## config.mk

```make
export PLATFORM = sky130hd
export DESIGN_NAME = coin_vend_ctrl
export DESIGN_NICKNAME = d
export VERILOG_FILES = /design/src/rtl/vend_pkg.sv /design/src/rtl/vend_datapath.sv /design/src/rtl/vend_control.sv /design/src/rtl/coin_vend_ctrl.sv
export SDC_FILE = /design/constraint.sdc
export NUM_CORES = 1
export LEC_CHECK = 0
export ABC_AREA = 1
export ABC_CLOCK_PERIOD_IN_PS = 4800
export BUFFER_PORTS_ARGS = -buffer_cell sky130_fd_sc_hd__buf_2
export CAP_MARGIN = 20
export CORE_AREA = 2 2 39 41
export CTS_BUF_LIST = sky130_fd_sc_hd__clkbuf_4 sky130_fd_sc_hd__clkbuf_8
export DETAILED_ROUTE_END_ITERATION = 10
export DIE_AREA = 0 0 41 43
export HOLD_SLACK_MARGIN = 0.03
export PLACE_DENSITY_LB_ADDON = 0.08
export SKIP_CTS_REPAIR_TIMING = 1
export SLEW_MARGIN = 20
export SYNTH_ARGS = -nofsm -noshare
export SYNTH_HDL_FRONTEND = slang
export SYNTH_SLANG_ARGS = --single-unit
```

## constraint.sdc

```tcl
create_clock -name clk -period 4.8 [get_ports clk]
set_input_delay 0.96 -clock clk [delete_from_list [all_inputs] [get_ports clk]]
set_output_delay 0.96 -clock clk [all_outputs]
set_load 0.03 [all_outputs]
```

## src/rtl/vend_pkg.sv

```systemverilog
package vend_pkg;

  // Strobes from the control path to the credit datapath.
  typedef struct packed {
    logic loadCredit;   // capture the new running sum
    logic clearCredit;  // return credit to zero after a dispense
  } dpStrobes_t;

endpackage

```

## src/rtl/vend_datapath.sv

```systemverilog
module vend_datapath #(
  parameter int CREDIT_W = 3,
  parameter int SUM_W    = 4,
  parameter int PRICE_U  = 6
) (
  input  logic                  clk,
  input  logic                  rst,
  input  vend_pkg::dpStrobes_t  strobes,
  input  logic [SUM_W-1:0]      addend,
  output logic [CREDIT_W-1:0]   credit,
  output logic [SUM_W-1:0]      sum
);

  logic [CREDIT_W-1:0] creditQ;

  assign sum    = SUM_W'(creditQ) + addend;
  assign credit = creditQ;

  always_ff @(posedge clk) begin
    if (rst || strobes.clearCredit) creditQ <= '0;
    else if (strobes.loadCredit)    creditQ <= CREDIT_W'(sum);
  end

  // Credit always stays below the price
  p_credit_range_r2: assert property (@(posedge clk) disable iff (rst)
    (SUM_W'(creditQ) < SUM_W'(PRICE_U)));

  // Both strobes must never be raised together
  p_strobe_excl_r4: assert property (@(posedge clk) disable iff (rst)
    !(strobes.loadCredit && strobes.clearCredit));

endmodule

```

## src/rtl/vend_control.sv

```systemverilog
module vend_control #(
  parameter int CREDIT_W  = 3,
  parameter int SUM_W     = 4,
  parameter int NICKEL_U  = 1,
  parameter int DIME_U    = 2,
  parameter int QUARTER_U = 5,
  parameter int PRICE_U   = 6
) (
  input  logic                  clk,
  input  logic                  rst,
  input  logic                  coinNickel,
  input  logic                  coinDime,
  input  logic                  coinQuarter,
  input  logic [SUM_W-1:0]      sum,
  output logic [SUM_W-1:0]      addend,
  output vend_pkg::dpStrobes_t  strobes,
  output logic                  vend,
  output logic                  changeDime,
  output logic                  changeNickel
);

  logic [2:0]       coinVec;
  logic             oneCoin;
  logic             reached;
  logic [SUM_W-1:0] overpay;
  logic [SUM_W-1:0] afterDime;

  assign coinVec = {coinQuarter, coinDime, coinNickel};
  assign oneCoin = (coinVec == 3'b001) || (coinVec == 3'b010) || (coinVec == 3'b100);

  always_comb begin
    addend = '0;
    if (oneCoin) begin
      unique case (coinVec)
        3'b001:  addend = SUM_W'(NICKEL_U);
        3'b010:  addend = SUM_W'(DIME_U);
        default: addend = SUM_W'(QUARTER_U);
      endcase
    end
  end

  assign reached = oneCoin && (sum >= SUM_W'(PRICE_U));
  assign overpay = reached ? sum - SUM_W'(PRICE_U) : '0;

  always_comb begin
    changeDime   = overpay >= SUM_W'(DIME_U);
    afterDime    = changeDime ? overpay - SUM_W'(DIME_U) : overpay;
    changeNickel = afterDime >= SUM_W'(NICKEL_U);
  end

  assign vend                = reached;
  assign strobes.clearCredit = reached;
  assign strobes.loadCredit  = oneCoin && !reached;

  // Change is only ever returned alongside a dispense
  p_change_with_vend_r5: assert property (@(posedge clk) disable iff (rst)
    (changeDime || changeNickel) |-> vend);

  // Overlapping strobes produce no output
  p_multi_silent_r6: assert property (@(posedge clk) disable iff (rst)
    ($countones(coinVec) > 1) |-> !(vend || changeDime || changeNickel));

  // Idle cycle produces no output
  p_idle_silent_r7: assert property (@(posedge clk) disable iff (rst)
    (coinVec == 3'b000) |-> !(vend || changeDime || changeNickel));

endmodule

```

## src/rtl/coin_vend_ctrl.sv

```systemverilog
module coin_vend_ctrl #(
  parameter int NICKEL_U  = 1,
  parameter int DIME_U    = 2,
  parameter int QUARTER_U = 5,
  parameter int PRICE_U   = 6
) (
  input  logic clk,
  input  logic rst,
  input  logic coinNickel,
  input  logic coinDime,
  input  logic coinQuarter,
  output logic vend,
  output logic changeDime,
  output logic changeNickel
);

  localparam int CREDIT_W = $clog2(PRICE_U);
  localparam int SUM_W    = $clog2(PRICE_U + QUARTER_U);

  vend_pkg::dpStrobes_t strobes;
  logic [SUM_W-1:0]     addend;
  logic [SUM_W-1:0]     sum;
  logic [CREDIT_W-1:0]  credit;

  vend_control #(
    .CREDIT_W(CREDIT_W), .SUM_W(SUM_W), .NICKEL_U(NICKEL_U),
    .DIME_U(DIME_U), .QUARTER_U(QUARTER_U), .PRICE_U(PRICE_U)
  ) ctrl_i (
    .clk(clk), .rst(rst),
    .coinNickel(coinNickel), .coinDime(coinDime), .coinQuarter(coinQuarter),
    .sum(sum), .addend(addend), .strobes(strobes),
    .vend(vend), .changeDime(changeDime), .changeNickel(changeNickel)
  );

  vend_datapath #(
    .CREDIT_W(CREDIT_W), .SUM_W(SUM_W), .PRICE_U(PRICE_U)
  ) dp_i (
    .clk(clk), .rst(rst), .strobes(strobes), .addend(addend),
    .credit(credit), .sum(sum)
  );

  // Credit is zero in the cycle after a dispense
  p_vend_clears_r4: assert property (@(posedge clk) disable iff (rst)
    vend |=> (credit == '0));

  // Overlapping strobes leave the credit alone
  p_multi_holds_r6: assert property (@(posedge clk) disable iff (rst)
    (32'(coinNickel) + 32'(coinDime) + 32'(coinQuarter) > 1) |=> $stable(credit));

  // No strobe: credit holds
  p_idle_holds_r7: assert property (@(posedge clk) disable iff (rst)
    !(coinNickel || coinDime || coinQuarter) |=> $stable(credit));

endmodule

```

==> flow_metrics.env, run 1 <==
export IMPL_status="finished clean"
export IMPL_r2r_slack_ps=3010
export IMPL_detail_route_vias_per_cell=4.15
export IMPL_finalCritPeriodShare_pct=91.9
export IMPL_rsz0062_at_grt="false"
export IMPL_routed_wl_um=760
export IMPL_grt_max_degree=7
export IMPL_dr_wl_met3_um=13
export IMPL_dr_max_layer_used="met3"
export IMPL_synth_top_cell_area_share_pct=14.4
export IMPL_syn_nets=75
export IMPL_dp_slack_ps=360
export IMPL_end_kind="primary output"
export IMPL_peakVddDrop_mv=0.157
export IMPL_drt_iter0_markers=3
export IMPL_ys_flop_type="dfxtp_1"
export IMPL_dp_hpwl_um=675
export IMPL_worst_slew_pin_slew_ps=185
export IMPL_crit_required_ps=3840
export IMPL_ios=8
export IMPL_p_int_mw=0.0855
export IMPL_ys_seq_area_share_pct=13.8
export IMPL_wl_met2_um=371
export IMPL_yosysWarnings=0
export IMPL_maxCapViolations=0
export IMPL_nNetsFinal=87
export IMPL_clock_sinks=3
export IMPL_track_usage_pct=10.6
export IMPL_grt_ovfl_total=0
export IMPL_crit_path_max_incr_delay_ps=390
export IMPL_met1Wirelength_um=375
export IMPL_setup_viol=0
export IMPL_slew_headroom_pct=87.6
export IMPL_die_area_um2=1760
export IMPL_syn_to_final_growth_pct=19.5
export IMPL_combPwrFrac_pct=40.3
export IMPL_synth_cell_type_count=15
export IMPL_min_path_type="reg2reg"
export IMPL_crit_buf_inv=6
export IMPL_switching_power_mw=0.0483
export IMPL_grt_first_pass_wirelength_um=1300
export IMPL_cp_max_fo=3
export IMPL_synth_avg_cell_area_um2=6.80
export IMPL_die_w_um=41
export IMPL_fin_area_um2=520
export IMPL_h_tree_depth=1
export IMPL_power_density_nw_per_um2=257
export IMPL_place_area_um2=490
export IMPL_synth_cells=64
export IMPL_die_h_um=43
export IMPL_start_util_pct=31.5
export IMPL_yosys_top_cells_area="ha_1, dfxtp_1, inv_1, nand2_1, nand3_1"
export IMPL_drt_pass1_iter_count=4
export IMPL_crit_type="in2out"
export IMPL_cp_startpoint="coinNickel"
export IMPL_worstHoldStart="dp_i.credit[0]"
export IMPL_synth_area_um2=435
export IMPL_critPathSlowestCell="fa_1"
export IMPL_cts_tree="built"
export IMPL_critPathLaunchType="input pin"
export IMPL_fmax_mhz=227
export IMPL_fp_coreArea_um2=1380
export IMPL_drv_slew=0
export IMPL_dr_total_vias=378
export IMPL_fin_tns_setup_ps=0
export IMPL_ant_nets=0
export IMPL_finClkSkew_ps=5.07
export IMPL_synth_largest_area_cell="ha_1"
export IMPL_pwr_share_seq_pct=23.2
export IMPL_cp_data_arrival_time_ps=3450
export IMPL_grt_pass1_vias=344
export IMPL_synth_common_cells="inv_1, nand2_1, nand3_1"
export IMPL_routabilityCongestion=0.624
export IMPL_io_buffers=7
export IMPL_path_delay_family="adder cells"
export IMPL_critical_path_cell_chain="buf_2, inv_1, nand3_1, nand2_1, ha_1, fa_1, or2_4, nand2_1, inv_1, ha_1, inv_1, nor2_1, inv_1, ha_1, nand2_1, nand2_1, nand2_1, nand2_1, buf_2"
export IMPL_synth_edff_count=0
export IMPL_num_rows=14
export IMPL_setup_ws_ps=387
export IMPL_p_leak_nw=0.320
export IMPL_worstReg2RegStart="dp_i.credit[0]"
export IMPL_async_reset_ff_share_pct=0
export IMPL_clkPwrFrac_pct=36.5
export IMPL_post_route_min_period_ps=4410
export IMPL_antenna_found_initial=0
export IMPL_drive_gt1_share_pct=26.7
export IMPL_cts_max_path_buffers=2
export IMPL_ys_ff_latch=3
export IMPL_worst_path_most_repeated_cell="nand2_1"
export IMPL_wl_per_cell_um=8.35
export IMPL_largest_reg_flops=3
export IMPL_cts_root_buf="clkbuf_4"
export IMPL_total_power_mw=0.134
export IMPL_swShare_pct=36.1
export IMPL_drc_errors=0
export IMPL_clock_latency_ps=230
export IMPL_cts_buffers=3
export IMPL_antenna_cells=0
export IMPL_hold_viol=0
export IMPL_clk_pin_slew_worst_paths_ps=40
-- cell families (layout without fill, tap and decap cells) --
logic type	Yosys count	after routing	synth area share, %
adders and majority gates	6	6	19.0
AOI/OAI and AO/OA	8	8	9.20
buffers and inverters	15	26	13.5
and+or+nand+nor	32	32	44.5
DFF	3	3	13.8
-- layout make-up --
cell class / count / area, um^2
Fill cell: 157 / 863
Multi-Input combinational cell: 46 / 317
Sequential cell: 3 / 60.1
Inverter: 15 / 58.8
Timing Repair Buffer: 7 / 35.0
Clock buffer: 4 / 30.0
Tap cell: 16 / 20.0
-- cells in the final DEF, fill, tap and decap left out, drive strengths merged --
cell    count
nand2      17
inv        15
nand3       9
buf         7
ha          5
nor2        5
a21oi       4
o21ai       4
clkbuf      4
dfxtp       3
or2         1
fa          1
-- per-stage QoR --
| stage | utilization (%) | cells | hold WS (ps) |
|---|---|---|---|
| after detailed placement | 35.4 | 87 | 523 |
| after CTS | 37.6 | 91 | 529 |
| after global routing | 37.6 | 91 | 535 |
| final | 37.6 | 91 | 526 |
| after floorplan | - | 64 | 496 |
| after global placement | 35.4 | 87 | 517 |
-- power by group through the flow --
stage / logic (mW) / registers (mW) / clock network (mW)
after floorplan: 0.0442 / 0.0306 / 0
after global placement: 0.0549 / 0.0315 / 0
after detailed placement: 0.0548 / 0.0316 / 0
after CTS: 0.0550 / 0.0312 / 0.0514
after global routing: 0.0617 / 0.0316 / 0.0530
final: 0.0539 / 0.0310 / 0.0488
-- routing by layer --
layer  vias up  GRT usage [%]
li1        223              -
met1       151           14.2
met3         0              0
met5         -              0
met2         4           16.3
met4         0           6.00
-- final timing paths --
kind,to,cells after the start
min reg2reg,dp_i.credit[0],2
max reg2reg,dp_i.credit[1],10
min,dp_i.credit[0],2
max,changeNickel,19
-- tightest hold or removal path: cells and delay by family, from the launching register on --
kind	cells	cell delay (ps)
DFF	1	310
AOI/OAI and AO/OA	2	170
Power figures use the tool's default switching activity.
==> run 2, diff against run 1 <==
- BUFFER_PORTS_ARGS: -buffer_cell sky130_fd_sc_hd__buf_2 -> unset
- DONT_BUFFER_PORTS: unset -> 1
- PLACE_DENSITY_LB_ADDON: 0.08 -> unset
==> flow_metrics.env, run 2 (synthesized netlist as in run 1, its figures left out) <==
export IMPL_status="finished clean"
export IMPL_antenna_cells=0
export IMPL_end_kind="primary output"
export IMPL_slew_headroom_pct=80.8
export IMPL_clk_pin_slew_worst_paths_ps=30
export IMPL_drt_pass1_iter_count=3
export IMPL_grt_ovfl_total=0
export IMPL_cts_buffers=3
export IMPL_grt_max_degree=7
export IMPL_fmax_mhz=234
export IMPL_io_buffers=0
export IMPL_rsz0062_at_grt="false"
export IMPL_fin_area_um2=485
export IMPL_cts_root_buf="clkbuf_4"
export IMPL_crit_path_max_incr_delay_ps=380
export IMPL_place_area_um2=455
export IMPL_grt_busiest_layer="met2"
export IMPL_wl_per_cell_um=8.88
export IMPL_cp_data_arrival_time_ps=3310
export IMPL_worst_path_most_repeated_cell="nand2_1"
export IMPL_fin_tns_setup_ps=0
export IMPL_drt_iter0_markers=3
export IMPL_cp_startpoint="coinNickel"
export IMPL_ios=8
export IMPL_track_usage_pct=9.86
export IMPL_finClkSkew_ps=0.272
export IMPL_syn_to_final_growth_pct=11.5
export IMPL_die_area_um2=1760
export IMPL_rr_worst_depth=10
export IMPL_peakVddDrop_mv=0.127
export IMPL_nNetsFinal=80
export IMPL_largest_reg_flops=3
export IMPL_die_w_um=41
export IMPL_power_density_nw_per_um2=269
export IMPL_setup_viol=0
export IMPL_min_path_type="reg2reg"
export IMPL_crit_required_ps=3840
export IMPL_layout_common_cells="nand2_1, inv_1, nand3_1"
export IMPL_dp_hpwl_um=638
export IMPL_cts_max_path_buffers=2
export IMPL_multi_input_area_um2=317
export IMPL_dr_total_vias=369
export IMPL_post_route_min_period_ps=4270
export IMPL_grt_pass1_vias=337
export IMPL_grt_first_pass_wirelength_um=1190
export IMPL_clock_latency_ps=230
export IMPL_drc_errors=0
export IMPL_clock_sinks=3
export IMPL_start_util_pct=31.5
export IMPL_hold_viol=0
export IMPL_worstReg2RegStart="dp_i.credit[0]"
export IMPL_ant_nets=0
export IMPL_critical_path_cell_chain="inv_1, nand3_1, nand2_1, ha_1, fa_1, or2_4, nand2_1, inv_1, ha_1, inv_1, nor2_1, inv_1, ha_1, nand2_1, nand2_1, nand2_1, nand2_1"
export IMPL_num_rows=14
export IMPL_cts_tree="built"
export IMPL_met2_usage_pct=16.6
export IMPL_seq_area_um2=60.1
export IMPL_fp_coreArea_um2=1380
export IMPL_p_leak_nw=0.288
export IMPL_detail_route_vias_per_cell=4.39
export IMPL_path_depth=17
export IMPL_maxCapViolations=0
export IMPL_cp_max_fo=3
export IMPL_timing_rr_end="dp_i.credit[1]"
export IMPL_r2r_slack_ps=2970
export IMPL_drive_gt1_share_pct=19.1
export IMPL_worst_slew_pin_slew_ps=287
export IMPL_path_delay_family="adder cells"
export IMPL_crit_buf_inv=4
export IMPL_critPathCapture="changeNickel"
export IMPL_critPathSlowestCell="fa_1"
export IMPL_use_met3_pct=0
export IMPL_critPathLaunchType="input pin"
export IMPL_fill_cells=153
export IMPL_routed_wl_um=746
export IMPL_finalCritPeriodShare_pct=89.1
export IMPL_drv_slew=0
export IMPL_die_h_um=43
export IMPL_crit_type="in2out"
export IMPL_antenna_found_initial=0
export IMPL_h_tree_depth=1
export IMPL_routabilityCongestion=0.727
export IMPL_use_met1_pct=10.7
==> run 2: worst min path at each step <==
stage | from | endpoint | slack (ps) | cells after the start
after floorplan | dp_i.credit[0] | dp_i.credit[0] | 500 | 2
after global placement | dp_i.credit[0] | dp_i.credit[0] | 510 | 2
after detailed placement | dp_i.credit[0] | dp_i.credit[0] | 520 | 2
after CTS | dp_i.credit[0] | dp_i.credit[0] | 520 | 2
after global routing | dp_i.credit[0] | dp_i.credit[0] | 530 | 2
final | dp_i.credit[0] | dp_i.credit[0] | 520 | 2
==> run 2: stage by stage <==
step / power, mW / hold WS, ps / util [%] / setup slack (ps) / std cells
final: 0.131 / 524 / 35.1 / 526 / 84
after CTS: 0.134 / 524 / 35.1 / 506 / 84
after global routing: 0.141 / 531 / 35.1 / 288 / 84
after global placement: 0.0816 / 513 / 32.9 / 543 / 80
after detailed placement: 0.0829 / 519 / 32.9 / 510 / 80
after floorplan: 0.0749 / 496 / - / 651 / 64
==> run 2: metal layers <==
metal	vias to the layer above	share of wire, %
li1	211	-
met1	157	46
met2	1	53
met3	0	0.27
met4	0	0
met5	-	0
==> run 2: area by class of cell <==
type	count	share of cell area [%]
clock buffer	4	6.19
sequential	3	12.4
inverter	15	12.1
tap	16	4.12
multi-input combinational	46	65.2
==> run 2: report_power, final <==
group / leakage (nW) / total (mW) / switching (mW) / internal, mW
sequential: 0.0248 / 0.0310 / 0.00263 / 0.0284
clock: 0.0184 / 0.0486 / 0.0119 / 0.0367
combinational: 0.245 / 0.0511 / 0.0327 / 0.0184
total: 0.288 / 0.131 / 0.0472 / 0.0835
==> run 2: worst min-delay path: stages, from the launching register on <==
cell     delay [ps]
dfxtp_1         310
o21ai_1         130
a21oi_1          40
==> run 3, diff against run 2 <==
- CELL_PAD_IN_SITES_DETAIL_PLACEMENT: unset -> 1
- CELL_PAD_IN_SITES_GLOBAL_PLACEMENT: unset -> 1
- PLACE_DENSITY_LB_ADDON: unset -> 0.1
==> flow_metrics.env, run 3 (synthesized netlist as in run 1, its figures left out) <==
export IMPL_end_kind="primary output"
export IMPL_h_tree_depth=1
export IMPL_slew_headroom_pct=80.9
export IMPL_fmax_mhz=232
export IMPL_routed_wl_um=826
export IMPL_layout_common_cells="nand2_1, inv_1, nand3_1"
export IMPL_grt_ovfl_total=0
export IMPL_min_path_type="reg2reg"
export IMPL_drt_pass1_iter_count=2
export IMPL_detail_route_vias_per_cell=4.51
export IMPL_setup_ws_ps=489
export IMPL_maxCapViolations=0
export IMPL_start_util_pct=31.5
export IMPL_clock_sinks=3
export IMPL_die_h_um=43
export IMPL_wl_per_cell_um=9.83
export IMPL_num_rows=14
export IMPL_drt_iter0_markers=2
export IMPL_dp_slack_ps=470
export IMPL_cts_buffers=3
export IMPL_p_leak_nw=0.288
export IMPL_fp_coreArea_um2=1380
export IMPL_routabilityCongestion=0.646
export IMPL_drc_errors=0
export IMPL_finClkSkew_ps=3.33
export IMPL_dr_total_vias=379
export IMPL_hold_viol=0
export IMPL_cts_root_buf="clkbuf_4"
export IMPL_cp_max_fo=3
export IMPL_clk_pin_slew_worst_paths_ps=30
export IMPL_finalCritPeriodShare_pct=89.8
export IMPL_post_route_min_period_ps=4310
export IMPL_r2r_slack_ps=2970
export IMPL_io_buffers=0
export IMPL_dp_hpwl_um=759
export IMPL_cts_max_path_buffers=2
export IMPL_critPathLaunchType="input pin"
export IMPL_drv_slew=0
export IMPL_status="finished clean"
export IMPL_clock_latency_ps=230
export IMPL_die_w_um=41
export IMPL_largest_reg_flops=3
export IMPL_grt_max_degree=7
export IMPL_drive_gt1_share_pct=19.1
export IMPL_track_usage_pct=13.2
export IMPL_nNetsFinal=80
export IMPL_crit_required_ps=3840
export IMPL_ant_nets=0
export IMPL_grt_first_pass_wirelength_um=1620
export IMPL_whs_path_depth=2
export IMPL_worst_slew_pin_slew_ps=285
export IMPL_peakVddDrop_mv=0.132
export IMPL_antenna_cells=0
export IMPL_rsz0062_at_grt="false"
export IMPL_rr_worst_depth=10
export IMPL_ios=8
export IMPL_grt_pass1_vias=397
export IMPL_syn_to_final_growth_pct=11.5
export IMPL_setup_viol=0
export IMPL_cts_tree="built"
export IMPL_die_area_um2=1760
export IMPL_crit_type="in2out"
export IMPL_cp_data_arrival_time_ps=3350
export IMPL_fin_tns_setup_ps=0
export IMPL_power_density_nw_per_um2=271
export IMPL_antenna_found_initial=0
## run 3: stage by stage
stage          power, mW  utilization (%)  hold WS (ps)  cells  instance area [um^2]
2_1_floorplan     0.0749                -           496     64                   435
3_3_place_gp      0.0837             32.9           524     80                   455
3_5_place_dp      0.0840             32.9           525     80                   455
4_1_cts            0.135             35.1           529     84                   485
5_1_grt            0.145             35.1           539     84                   485
6_report           0.132             35.1           521     84                   485
## run 3: final timing paths
| path | from | end |
|---|---|---|
| setup / recovery | coinNickel | changeNickel |
| hold reg to reg | dp_i.credit[0] | dp_i.credit[0] |
| setup reg to reg | dp_i.credit[0] | dp_i.credit[2] |
| hold / removal | dp_i.credit[0] | dp_i.credit[0] |
## run 3: area by class of cell
cell class / instances / area [um^2]
clock buffers: 4 / 30.0
fillers: 186 / 898
well taps: 16 / 20.0
inverters: 15 / 58.8
flip-flops and latches: 3 / 60.1
multi-input cells: 46 / 317
## run 3: routing by layer
layer / part of all wire, % / GRT usage (%) / vias to the layer above
li1: - / - / 211
met1: 47 / 19.7 / 164
met2: 51 / 19.1 / 4
met3: 2.1 / 1.57 / 0
met4: 0 / 4.00 / 0
met5: 0 / 0 / -
## run 3: critical path: stages
cell     delay [ps]
inv_1            30
nand3_1         170
nand2_1          80
ha_1            230
fa_1            400
or2_4           260
nand2_1          80
inv_1            50
ha_1            290
inv_1            50
nor2_1           90
inv_1            50
ha_1            270
nand2_1          50
nand2_1          50
nand2_1          40
nand2_1         220
## run 3: report_power, final
group | total [mW] | switching [mW] | internal [mW]
Combinational | 0.0517 | 0.0332 | 0.0185
Sequential | 0.0310 | 0.00266 | 0.0284
Clock | 0.0488 | 0.0121 | 0.0367
Total | 0.132 | 0.0479 | 0.0836
